===== src/rtl/dma_chan_pkg.sv =====
package dma_chan_pkg;

    typedef enum logic [2:0] {
        ST_IDLE,
        ST_REQ,
        ST_FIRST,
        ST_SECOND,
        ST_GAP
    } dma_state_e;

    localparam logic [1:0] SEL_ADDR   = 2'd0;
    localparam logic [1:0] SEL_COUNT  = 2'd1;
    localparam logic [1:0] SEL_CTRL   = 2'd2;
    localparam logic [1:0] SEL_STATUS = 2'd3;

    localparam int CTL_DIR     = 0;
    localparam int CTL_MODE_LO = 1;
    localparam int CTL_START   = 3;

    localparam logic [1:0] MODE_BURST = 2'd0;
    localparam logic [1:0] MODE_STEAL = 2'd1;
    localparam logic [1:0] MODE_IDLE  = 2'd2;

endpackage


===== src/rtl/dma_chan_regs.sv =====
module dma_chan_regs
    import dma_chan_pkg::*;
#(
    parameter int ADDR_W = 16,
    parameter int CNT_W  = 16
) (
    input  logic              clk,
    input  logic              rst_n,
    input  logic              io_wr,
    input  logic [1:0]        io_sel,
    input  logic [ADDR_W-1:0] io_wdata,
    output logic [ADDR_W-1:0] io_rdata,
    input  logic              busy,
    input  logic              step,
    output logic [ADDR_W-1:0] addr_q,
    output logic              dir_q,
    output logic [1:0]        mode_q,
    output logic              go,
    output logic              last
);

    logic [CNT_W-1:0] cnt_q;
    logic             done_q;
    logic             wr_addr;
    logic             wr_cnt;
    logic             wr_ctrl;
    logic             start_req;
    logic             zero_start;

    assign wr_addr    = io_wr && (io_sel == SEL_ADDR)  && !busy;
    assign wr_cnt     = io_wr && (io_sel == SEL_COUNT) && !busy;
    assign wr_ctrl    = io_wr && (io_sel == SEL_CTRL)  && !busy;
    assign start_req  = wr_ctrl && io_wdata[CTL_START];
    assign go         = start_req && (cnt_q != '0);
    assign zero_start = start_req && (cnt_q == '0);
    assign last       = (cnt_q == CNT_W'(1));

    always_ff @(posedge clk) begin
        if (!rst_n) begin
            addr_q <= '0;
            cnt_q  <= '0;
            dir_q  <= 1'b0;
            mode_q <= MODE_BURST;
            done_q <= 1'b0;
        end else begin
            if (wr_addr) begin
                addr_q <= io_wdata;
            end else if (step) begin
                addr_q <= addr_q + ADDR_W'(1);
            end
            if (wr_cnt) begin
                cnt_q <= io_wdata[CNT_W-1:0];
            end else if (step) begin
                cnt_q <= cnt_q - CNT_W'(1);
            end
            if (wr_ctrl) begin
                dir_q  <= io_wdata[CTL_DIR];
                mode_q <= io_wdata[CTL_MODE_LO +: 2];
            end
            if (go) begin
                done_q <= 1'b0;
            end else if (zero_start || (step && last)) begin
                done_q <= 1'b1;
            end
        end
    end

    always_comb begin
        unique case (io_sel)
            SEL_ADDR:   io_rdata = addr_q;
            SEL_COUNT:  io_rdata = ADDR_W'(cnt_q);
            SEL_CTRL:   io_rdata = ADDR_W'({mode_q, dir_q});
            SEL_STATUS: io_rdata = ADDR_W'({done_q, busy});
            default:    io_rdata = '0;
        endcase
    end

    // a register write arriving while a block is in flight changes nothing
    a_r9_addr_hold: assert property (@(posedge clk) disable iff (!rst_n)
        (busy && io_wr && (io_sel == SEL_ADDR) && !step) |=> $stable(addr_q));

    a_r9_ctrl_hold: assert property (@(posedge clk) disable iff (!rst_n)
        (busy && io_wr && (io_sel == SEL_CTRL)) |=> ($stable(dir_q) && $stable(mode_q)));

    // zero-length start completes without the sequencer leaving idle
    a_r10_zero_done: assert property (@(posedge clk) disable iff (!rst_n)
        (io_wr && (io_sel == SEL_CTRL) && io_wdata[CTL_START] && !busy && (cnt_q == '0))
        |=> (done_q && !busy));

    // the final byte empties the count and flags completion
    a_r5_count_end: assert property (@(posedge clk) disable iff (!rst_n)
        (step && last) |=> ((cnt_q == '0) && done_q && !busy));

endmodule


===== src/rtl/dma_chan_fsm.sv =====
module dma_chan_fsm
    import dma_chan_pkg::*;
(
    input  logic       clk,
    input  logic       rst_n,
    input  logic       go,
    input  logic       last,
    input  logic       dir,
    input  logic [1:0] mode,
    input  logic       bg,
    input  logic       cpu_idle,
    output logic       busy,
    output logic       step,
    output logic       capture,
    output logic       br,
    output logic       dack,
    output logic       mem_rd,
    output logic       mem_wr
);

    dma_state_e state_q;
    dma_state_e state_d;
    logic       is_steal;
    logic       is_idle_mode;
    logic       may_take;

    assign is_steal     = (mode == MODE_STEAL);
    assign is_idle_mode = (mode == MODE_IDLE);
    assign may_take     = !is_idle_mode || cpu_idle;

    always_ff @(posedge clk) begin
        if (!rst_n) begin
            state_q <= ST_IDLE;
        end else begin
            state_q <= state_d;
        end
    end

    always_comb begin
        state_d = state_q;
        unique case (state_q)
            ST_IDLE:   if (go) state_d = ST_REQ;
            ST_REQ:    if (bg && may_take) state_d = ST_FIRST;
            ST_FIRST:  state_d = ST_SECOND;
            ST_SECOND: begin
                if (last)          state_d = ST_IDLE;
                else if (is_steal) state_d = ST_GAP;
                else               state_d = ST_REQ;
            end
            ST_GAP:    state_d = ST_REQ;
            default:   state_d = ST_IDLE;
        endcase
    end

    always_comb begin
        br      = 1'b0;
        dack    = 1'b0;
        mem_rd  = 1'b0;
        mem_wr  = 1'b0;
        step    = 1'b0;
        capture = 1'b0;
        busy    = (state_q != ST_IDLE);
        unique case (state_q)
            ST_IDLE: ;
            ST_REQ:  br = may_take;
            ST_FIRST: begin
                br      = 1'b1;
                capture = 1'b1;
                if (dir) mem_rd = 1'b1;
                else     dack   = 1'b1;
            end
            ST_SECOND: begin
                br   = 1'b1;
                step = 1'b1;
                if (dir) dack   = 1'b1;
                else     mem_wr = 1'b1;
            end
            ST_GAP:  ;
            default: ;
        endcase
    end

    // never more than one bus strobe in a cycle
    a_r4_single_strobe: assert property (@(posedge clk) disable iff (!rst_n)
        $onehot0({dack, mem_rd, mem_wr}));

    // strobes only while the bus is requested and granted
    a_r3_strobe_granted: assert property (@(posedge clk) disable iff (!rst_n)
        (dack || mem_rd || mem_wr) |-> (bg && br));

    // cycle stealing lets the bus go right after every byte
    a_r7_release_after_byte: assert property (@(posedge clk) disable iff (!rst_n)
        (step && is_steal) |=> !br);

    // burst holds the request for the whole block
    a_r6_burst_hold: assert property (@(posedge clk) disable iff (!rst_n)
        (busy && !is_steal && !is_idle_mode) |-> br);

    // second phase always directly follows the first
    a_r4_phase_pair: assert property (@(posedge clk) disable iff (!rst_n)
        capture |=> step);

endmodule


===== src/rtl/dma_chan_data.sv =====
module dma_chan_data #(
    parameter int DATA_W = 8
) (
    input  logic              clk,
    input  logic              rst_n,
    input  logic              capture,
    input  logic              dir,
    input  logic [DATA_W-1:0] dev_rdata,
    input  logic [DATA_W-1:0] mem_rdata,
    output logic [DATA_W-1:0] mem_wdata,
    output logic [DATA_W-1:0] dev_wdata
);

    logic [DATA_W-1:0] byte_q;

    always_ff @(posedge clk) begin
        if (!rst_n) begin
            byte_q <= '0;
        end else if (capture) begin
            byte_q <= dir ? mem_rdata : dev_rdata;
        end
    end

    assign mem_wdata = byte_q;
    assign dev_wdata = byte_q;

endmodule


===== src/rtl/dma_chan.sv =====
module dma_chan
    import dma_chan_pkg::*;
#(
    parameter int ADDR_W = 16,
    parameter int CNT_W  = 16,
    parameter int DATA_W = 8
) (
    input  logic              clk,
    input  logic              rst_n,
    input  logic              io_wr,
    input  logic [1:0]        io_sel,
    input  logic [ADDR_W-1:0] io_wdata,
    output logic [ADDR_W-1:0] io_rdata,
    output logic              br,
    input  logic              bg,
    input  logic              cpu_idle,
    output logic [ADDR_W-1:0] mem_addr,
    output logic              mem_rd,
    output logic              mem_wr,
    output logic [DATA_W-1:0] mem_wdata,
    input  logic [DATA_W-1:0] mem_rdata,
    output logic              dack,
    input  logic [DATA_W-1:0] dev_rdata,
    output logic [DATA_W-1:0] dev_wdata
);

    logic       busy;
    logic       step;
    logic       capture;
    logic       go;
    logic       last;
    logic       dir;
    logic [1:0] mode;

    dma_chan_regs #(
        .ADDR_W(ADDR_W),
        .CNT_W (CNT_W)
    ) u_regs (
        .clk     (clk),
        .rst_n   (rst_n),
        .io_wr   (io_wr),
        .io_sel  (io_sel),
        .io_wdata(io_wdata),
        .io_rdata(io_rdata),
        .busy    (busy),
        .step    (step),
        .addr_q  (mem_addr),
        .dir_q   (dir),
        .mode_q  (mode),
        .go      (go),
        .last    (last)
    );

    dma_chan_fsm u_fsm (
        .clk     (clk),
        .rst_n   (rst_n),
        .go      (go),
        .last    (last),
        .dir     (dir),
        .mode    (mode),
        .bg      (bg),
        .cpu_idle(cpu_idle),
        .busy    (busy),
        .step    (step),
        .capture (capture),
        .br      (br),
        .dack    (dack),
        .mem_rd  (mem_rd),
        .mem_wr  (mem_wr)
    );

    dma_chan_data #(
        .DATA_W(DATA_W)
    ) u_data (
        .clk      (clk),
        .rst_n    (rst_n),
        .capture  (capture),
        .dir      (dir),
        .dev_rdata(dev_rdata),
        .mem_rdata(mem_rdata),
        .mem_wdata(mem_wdata),
        .dev_wdata(dev_wdata)
    );

    // every completed byte moves the memory address on by one
    a_r5_addr_step: assert property (@(posedge clk) disable iff (!rst_n)
        step |=> (mem_addr == ($past(mem_addr) + ADDR_W'(1))));

endmodule


===== config.mk =====
export PLATFORM = sky130hd
export DESIGN_NAME = dma_chan
export DESIGN_NICKNAME = d
export VERILOG_FILES = /design/src/rtl/dma_chan_pkg.sv /design/src/rtl/dma_chan_regs.sv /design/src/rtl/dma_chan_fsm.sv /design/src/rtl/dma_chan_data.sv /design/src/rtl/dma_chan.sv
export SDC_FILE = /design/constraint.sdc
export NUM_CORES = 1
export LEC_CHECK = 0
export BUFFER_PORTS_ARGS = -buffer_cell sky130_fd_sc_hd__buf_2
export CAP_MARGIN = 10
export CORE_ASPECT_RATIO = 1.2
export CORE_MARGIN = 1.5
export CORE_UTILIZATION = 56
export CTS_BUF_LIST = sky130_fd_sc_hd__clkbuf_4 sky130_fd_sc_hd__clkbuf_8 sky130_fd_sc_hd__clkbuf_16
export DETAILED_ROUTE_END_ITERATION = 7
export PLACE_DENSITY = 0.85
export SKIP_CTS_REPAIR_TIMING = 1
export SLEW_MARGIN = 5
export SYNTH_ARGS = -nofsm -noshare
export SYNTH_HDL_FRONTEND = slang
export SYNTH_SLANG_ARGS = --single-unit

===== constraint.sdc =====
create_clock -name clk -period 3.98 [get_ports clk]
set_input_delay 0.199 -clock clk [delete_from_list [all_inputs] [get_ports clk]]
set_output_delay 0.199 -clock clk [all_outputs]
set_load 0.02 [all_outputs]

==> out/metrics.csv, run 1 <==
stage,metric,value,unit
sta,slew-limit-headroom,30.10,%
floorplanning,die_w,69.54,µm
layout,fillers,425,
layout,antenna_cells,0,
setup_path,critical_path.startpoint_type,flip-flop,
cts,htreeDepth,2,
setup_path,cpPeakStageDelay,0.91,ns
global_route,antenna_found_initial,0,
floorplanning,die_height,82.85,µm
yosys,synthArstFlopShare,0,%
floorplanning,rows,28,
setup_path,rr_worst_depth,4,
cts,cts_buffers,5,
detailed_routing,wl_met3,823,µm
detailed_routing,drc_errors,0,
sta,fin_crit_sh,60.41,%
hold_path,whs_path_depth,3,
sta,setup_viol,0,
cts,cts_tree,yes,
yosys,yosys_register_bits,47,
placement,place_congestion,0.9137,
run_status,status,"complete, no violations",
floorplanning,dieArea,0.005761,mm²
floorplanning,start_util,59.39,%
detailed_routing,first_pass_iters,7,
sta,skew,0.006628,ns
detailed_routing,routed_wl,8441,µm
layout,areaGrowthSynthToFinish,15.14,%
detailed_routing,num_vias,3162,
cts,path_clk_slew,0.10,ns
floorplanning,core_area,0.005010,mm²
hold_path,hp-class,in2reg,
sta,drv_slew,0,
sta,setup_tns,0,ns
yosys,synth_edf_count,0,
global_route,grt_pass1_wl,14060,µm
setup_path,crit_arrival,2.63,ns
detailed_routing,drt-initial-drc-count,274,
sta,fmax,0.4159,GHz
layout,nets,476,
cts,cts_max_path_buffers,2,
cts,clkSinkCount,47,
layout,utilization,68.38,%
layout,layout_commonest_cell,buf_2,
setup_path,critPathKind,reg2reg,
layout,layout_common_cells,"90 x buf_2, 47 x dfxtp_1, 43 x nor2_1, 28 x a21oi_1, 27 x mux2i_1",
sta,grt_setup_unrepaired,no,
setup_path,path_depth,4,
sta,period_needed,2.404,ns
sta,hold_viol,0,
setup_path,slowest_stage,and3b_1,
global_route,grt-ovfl-total,0,
detailed_routing,vias_per_cell,6.388,
setup_path,rrSetupSlack,1.58,ns
yosys,syn_area,0.002975,mm²
yosys,syn_inst,370,
cts,cts-root-buf,clkbuf_8,
detailed_routing,ant_nets,0,
setup_path,path_cells,and3b_1 > nand3_1 > or3_1 > a31oi_1,
yosys,synth_nets,412,
placement,portBuffers,90,
detailed_routing,highest_layer,met4,
global_route,grt_pass1_vias,3022,
setup_path,critPathMaxFanout,26,
layout,drive_gt1_share,25.75,%
detailed_routing,avgRoutedWirePerCell,17.05,µm
placement,dp_hpwl,5923,µm
power_and_ir_drop,leakage,1.474,nW
setup_path,crit_path_end_kind,flip-flop,
power_and_ir_drop,peakVddDrop,232.2,µV
setup_path,critPathBufInv,0,
power_and_ir_drop,pwr_density_cell,307.1,mW/mm²
cts,clk_latency,0.31,ns
setup_path,cp.required,4.21,ns
floorplanning,boundaryPins,91,
detailed_routing,met2_length,4008,µm
sta,tightest_slew,1.045,ns
yosys,ys_warn_count,0,
flow_run,drv_cap,0,
yosys,avgSynthCellArea,8.041,µm²
global_route,grt.total_usage,29.16,%
setup_path,cp_top_family,simple AND/OR/NAND/NOR gates,
global_route,grt_max_degree,44,
detailed_routing,met1Wirelength,3391,µm
yosys,seq_area_frac_synth,31.62,%
yosys,ys_types,59,
yosys,ys.flop_type,dfxtp_1,
final cells by class:
class	count	area [µm²]	share of cell area [%]
flip-flops and latches	47	940.9	27.47
clock inverters	2	16.27	0.4748
multi-input cells	282	1827	53.32
repair buffers	91	457.9	13.37
clock buffers	6	82.58	2.411
well taps	60	75.07	2.191
inverters	7	26.28	0.7670
cells by family (layout without fill, tap and decap cells):
group | Yosys count | count (layout) | synth area share [%]
buffers and inverters | 41 | 106 | 6.980
adders and majority gates | 3 | 3 | 1.262
DFF | 47 | 47 | 31.62
xor gates and xnor gates | 5 | 5 | 1.472
muxes | 29 | 29 | 10.22
and+or+nand+nor | 145 | 145 | 26.53
AOI/OAI and AO/OA | 100 | 100 | 21.91
worst paths after layout:
| kind | end | start |
|---|---|---|
| worst max-delay path | u_regs.cnt_q[9] | u_fsm.state_q[0] |
| worst min-delay path | u_regs.mode_q[1] | io_wdata[2] |
| worst max register to register | u_regs.cnt_q[9] | u_fsm.state_q[0] |
| worst min register to register | u_data.dev_wdata[4] | u_data.dev_wdata[4] |
layer usage:
| metal | vias up | track usage [%] |
|---|---|---|
| met1 | 1464 | 37.32 |
| li1 | 1507 | - |
| met3 | 17 | 5.704 |
| met4 | 0 | 12.30 |
| met2 | 174 | 47.73 |
| met5 | - | 0 |
synth_stat cells (all sizes together), types with 6 or more instances:
cell type  count  area [µm²]
a31oi          7       43.79
nand3         13       70.07
nand2         23       91.34
o211ai         7       52.55
o21ai         17       85.08
or3            6       38.79
clkbuf        12       45.04
a21oi         28       140.1
nand4         10       62.56
dfxtp         47       940.9
buf           22       136.4
inv            7       26.27
nor3          16       96.35
a211oi        15       112.6
nor2          43       161.4
mux2i         27       270.3
per-stage QoR:
| stage | hold slack, ns | power (W) | worst slack, ns | cell area [µm²] | instances |
|---|---|---|---|---|---|
| detailed placement | 0.4868 | 0.0007419 | 1.671 | 3327 | 487 |
| CTS | 0.1680 | 0.001049 | 1.624 | 3426 | 495 |
| global route | 0.1776 | 0.001096 | 1.360 | 3426 | 495 |
| floorplan | 0.3373 | 0.0006703 | 2.332 | 2975 | 370 |
| finish | 0.1637 | 0.001052 | 1.576 | 3426 | 495 |
| global placement | 0.4729 | 0.0007365 | 1.734 | 3327 | 487 |
flip-flops by register name (all words and copies together) (netlist names):
name and flops:
u_regs.addr_q 16, u_regs.dir_q 1, u_regs.done_q 1, u_data.dev_wdata 8, u_regs.cnt_q 16, u_regs.mode_q 2
u_fsm.state_q 3
worst min-delay path: stages:
cell and delay (ns):
buf_2 0.11, mux2i_1 0.06, nor2_1 0.07
report_power, final:
group,switching [W],internal (W),total [W]
clock,0.000175,0.000142,0.000318
sequential,0.0000302,0.000491,0.000521
combinational,0.000132,0.0000814,0.000214
(Power assumes the default switching activity.)
==> run 2: changes to the inputs <==
Settings changed: ABC_AREA set to 1, CORE_UTILIZATION 56 to 52, PLACE_DENSITY 0.85 to 0.79.
Clock period 3.98 ns to 2.5 ns, I/O delays scaled along.
==> run 2 against run 1 <==
  * Synthesized cell count increased by 37%
  * Clock skew increased by 0.0065 ns
  * Clock-buffer cell count fell by 1
  * Setup slack lost 0.88 ns
  * Flip-flop and latch count unchanged
  * Combinational power increased by 58%
  * Cell area grew 6.5%
  * Die area rose by 12%
  * Wire length is 9.1% higher
==> out/metrics.csv, run 2 <==
stage,metric,value,unit,change
layout,areaGrowthSynthToFinish,17.38,%,was 15.14%
cts,cts_tree,yes,,unchanged
cts,htreeDepth,2,,unchanged
yosys,yosys_register_bits,47,,unchanged
setup_path,rr_endpoint,u_regs.addr_q[8],,was u_regs.cnt_q[9]
cts,clk_latency,0.31,ns,about the same
sta,grt_setup_unrepaired,no,,unchanged
power_and_ir_drop,p_switching,0.0005441,W,was 0.0003379 W
cts,cts_buffers,5,,unchanged
setup_path,r2r-start,u_fsm.state_q[0],,unchanged
power_and_ir_drop,internal-power,0.001191,W,was 0.0007141 W
sta,period_needed,1.800,ns,
setup_path,critPathMaxFanout,17,,was 26
floorplanning,die_w,73.59,µm,was 69.54 µm
setup_path,cp-endpoint,dack,,was u_regs.cnt_q[9]
detailed_routing,num_vias,3626,,was 3162
sta,worst_slack,0.6999,ns,was 1.576 ns
global_route,grt-ovfl-total,0,,unchanged
layout,nets,625,,was 476
floorplanning,die_height,87.71,µm,was 82.85 µm
detailed_routing,avgRoutedWirePerCell,13.87,µm,was 17.05 µm
detailed_routing,ant_nets,0,,unchanged
floorplanning,rows,30,,was 28
setup_path,rrSetupSlack,0.81,ns,was 1.58 ns
cts,clkSinkCount,47,,unchanged
cts,cts_max_path_buffers,2,,unchanged
layout,multi_input_comb_area,0.001784,mm²,was 0.001827 mm²
global_route,grt_max_degree,29,,was 44
power_and_ir_drop,p_comb_share,19.5,%,was 20.3%
global_route,grt.total_usage,28.96,%,was 29.16%
global_route,antenna_found_initial,0,,unchanged
run_status,status,"complete, no violations",,unchanged
sta,tightest_slew,0.5100,ns,was 1.045 ns
yosys,syn_inst,507,,was 370
detailed_routing,drc_errors,0,,unchanged
sta,fmax,0.5555,GHz,
setup_path,crit_path_end_kind,output port,,was flip-flop
setup_path,rr_worst_depth,5,,was 4
setup_path,crit_arrival,1.68,ns,was 2.63 ns
detailed_routing,routed_wl,9207,µm,was 8441 µm
layout,layout_commonest_cell,nand2_1,,was buf_2
detailed_routing,first_pass_iters,6,,was 7
setup_path,worstSetupStartpoint,u_fsm.state_q[0],,unchanged
yosys,synth_edf_count,0,,unchanged
power_and_ir_drop,pwr_density_cell,475.3,mW/mm²,was 307.1 mW/mm²
flow_run,drv_cap,0,,unchanged
sta,drv_slew,0,,unchanged
yosys,ys_warn_count,0,,unchanged
cts,path_clk_slew,0.10,ns,about the same
setup_path,critical_path.startpoint_type,flip-flop,,unchanged
yosys,syn_area,0.003109,mm²,was 0.002975 mm²
global_route,grt_pass1_vias,3226,,was 3022
sta,slew-limit-headroom,65.95,%,was 30.10%
setup_path,critPathKind,reg2out,,was reg2reg
yosys,yosysMostFrequentCell,nand2_1,,was dfxtp_1
sta,setup_tns,0,ns,unchanged
power_and_ir_drop,seq_power_share,46.5,%,was 49.5%
layout,stdcell_area,0.003650,mm²,was 0.003426 mm²
detailed_routing,drt-initial-drc-count,365,,was 274
yosys,synth_nets,549,,was 412
yosys,ys_types,31,,was 59
sta,fin_crit_sh,72.00,%,
placement,place_congestion,0.8766,,was 0.9137
yosys,synth.top_cell.area_share,30.26,%,was 31.62%
layout,drive_gt1_share,20.89,%,was 25.75%
placement,placed_area,0.003535,mm²,was 0.003327 mm²
layout,seq_area,940.9,µm²,unchanged
layout,layout_common_cells,"134 x nand2_1, 90 x buf_2, 58 x nand3_1, 58 x nor2_1, 55 x inv_1",,"was 90 x buf_2, 47 x dfxtp_1, 43 x nor2_1, 28 x a21oi_1, 27 x mux2i_1"
yosys,ys.flop_type,dfxtp_1,,unchanged
power_and_ir_drop,leakage,1.750,nW,was 1.474 nW
placement,placedCellCount,656,,was 487
placement,portBuffers,90,,unchanged
floorplanning,core_area,0.005705,mm²,was 0.005010 mm²
floorplanning,dieArea,0.006454,mm²,was 0.005761 mm²
detailed_routing,vias_per_cell,5.461,,was 6.388
layout,fin_cells,664,,was 495
sta,timing.hold.ws,0.06997,ns,was 0.1637 ns
yosys,seq_area_frac_synth,30.26,%,was 31.62%
layout,antenna_cells,0,,unchanged
setup_path,cp.required,2.38,ns,was 4.21 ns
sta,skew,0.01314,ns,was 0.006628 ns
yosys,yosys.area.top_type,dfxtp_1,,unchanged
floorplanning,boundaryPins,91,,unchanged
power_and_ir_drop,clkPwrFrac,34.0,%,was 30.2%
global_route,grt_pass1_wl,14750,µm,was 14060 µm
yosys,synth.area.top_cells,"dfxtp_1 30%, nand2_1 16%, nand3_1 9.3%",,"was dfxtp_1 32%, mux2i_1 9.1%, nor2_1 5.4%"
cts,cts-root-buf,clkbuf_8,,unchanged
layout,fillers,556,,was 425
hold_path,hp-class,in2reg,,unchanged
sta,setup_viol,0,,unchanged
yosys,avgSynthCellArea,6.133,µm²,was 8.041 µm²
power_and_ir_drop,peakVddDrop,337.5,µV,was 232.2 µV
yosys,yosys-top-cells-count,"134 x nand2_1, 58 x nand3_1, 58 x nor2_1, 55 x inv_1, 47 x dfxtp_1",,"was 47 x dfxtp_1, 43 x nor2_1, 28 x a21oi_1, 27 x mux2i_1, 21 x nand2_1"
placement,dp_hpwl,7019,µm,was 5923 µm
placement,post-place-ws,0.8300,ns,was 1.671 ns
power_and_ir_drop,sw_frac_of_total,31.36,%,was 32.12%
sta,hold_viol,0,,unchanged
floorplanning,start_util,54.50,%,was 59.39%
yosys,synthArstFlopShare,0,%,unchanged
-- run 2: logic make-up after synthesis --
group,count (synthesis),synth area share (%)
simple gates,269,37.34
compound gates,89,15.73
buf+inv,88,12.35
flops,47,30.26
xor+xnor,11,3.099
fa+ha+maj,3,1.207
-- run 2: worst max-delay path, stage by stage, from the launching register on --
cell and delay (ns):
dfxtp_1 0.48, nand3_2 0.23, buf_4 0.27, o21ai_0 0.18, buf_2 0.20
-- run 2: power by group through the flow --
stage	logic (W)	registers, W	clock network, W
2_1_floorplan	0.000214	0.000830	0
3_5_place_dp	0.000331	0.000824	0
6_report	0.000338	0.000807	0.000590
3_3_place_gp	0.000325	0.000823	0
4_1_cts	0.000334	0.000807	0.000597
5_1_grt	0.000377	0.000811	0.000621
-- run 2: cell type report --
class | instances | area share, %
tap | 80 | 2.743
clock inverter | 3 | 1.268
multi-input combinational | 372 | 48.89
timing repair buffer | 92 | 12.75
clock buffer | 5 | 1.885
sequential | 47 | 25.78
inverter | 65 | 6.685
-- run 2: metrics by stage --
stage / total power, W / util, %
after floorplan: 0.001045 / -
after global placement: 0.001147 / 61.95
after global routing: 0.001809 / 63.97
after detailed placement: 0.001155 / 61.95
final: 0.001735 / 63.97
after CTS: 0.001738 / 63.97
-- run 2: how the worst min path moves through the flow --
stage	slack [ns]	start	cells after the start	endpoint
6_report	0.07	mem_rdata[7]	3	u_data.dev_wdata[7]
2_1_floorplan	0.26	io_wdata[2]	2	u_regs.mode_q[1]
4_1_cts	0.07	mem_rdata[7]	3	u_data.dev_wdata[7]
3_3_place_gp	0.39	mem_rdata[0]	3	u_data.dev_wdata[0]
5_1_grt	0.08	mem_rdata[0]	3	u_data.dev_wdata[0]
3_5_place_dp	0.41	io_wdata[5]	3	u_regs.addr_q[5]
-- run 2: metal layers --
metal,global-route usage [%],vias to the layer above,share of wire [%]
li1,-,1781,-
met1,36.72,1644,42
met2,50.45,182,49
met3,4.028,19,7.2
met4,8.923,0,2.2
met5,0,-,0
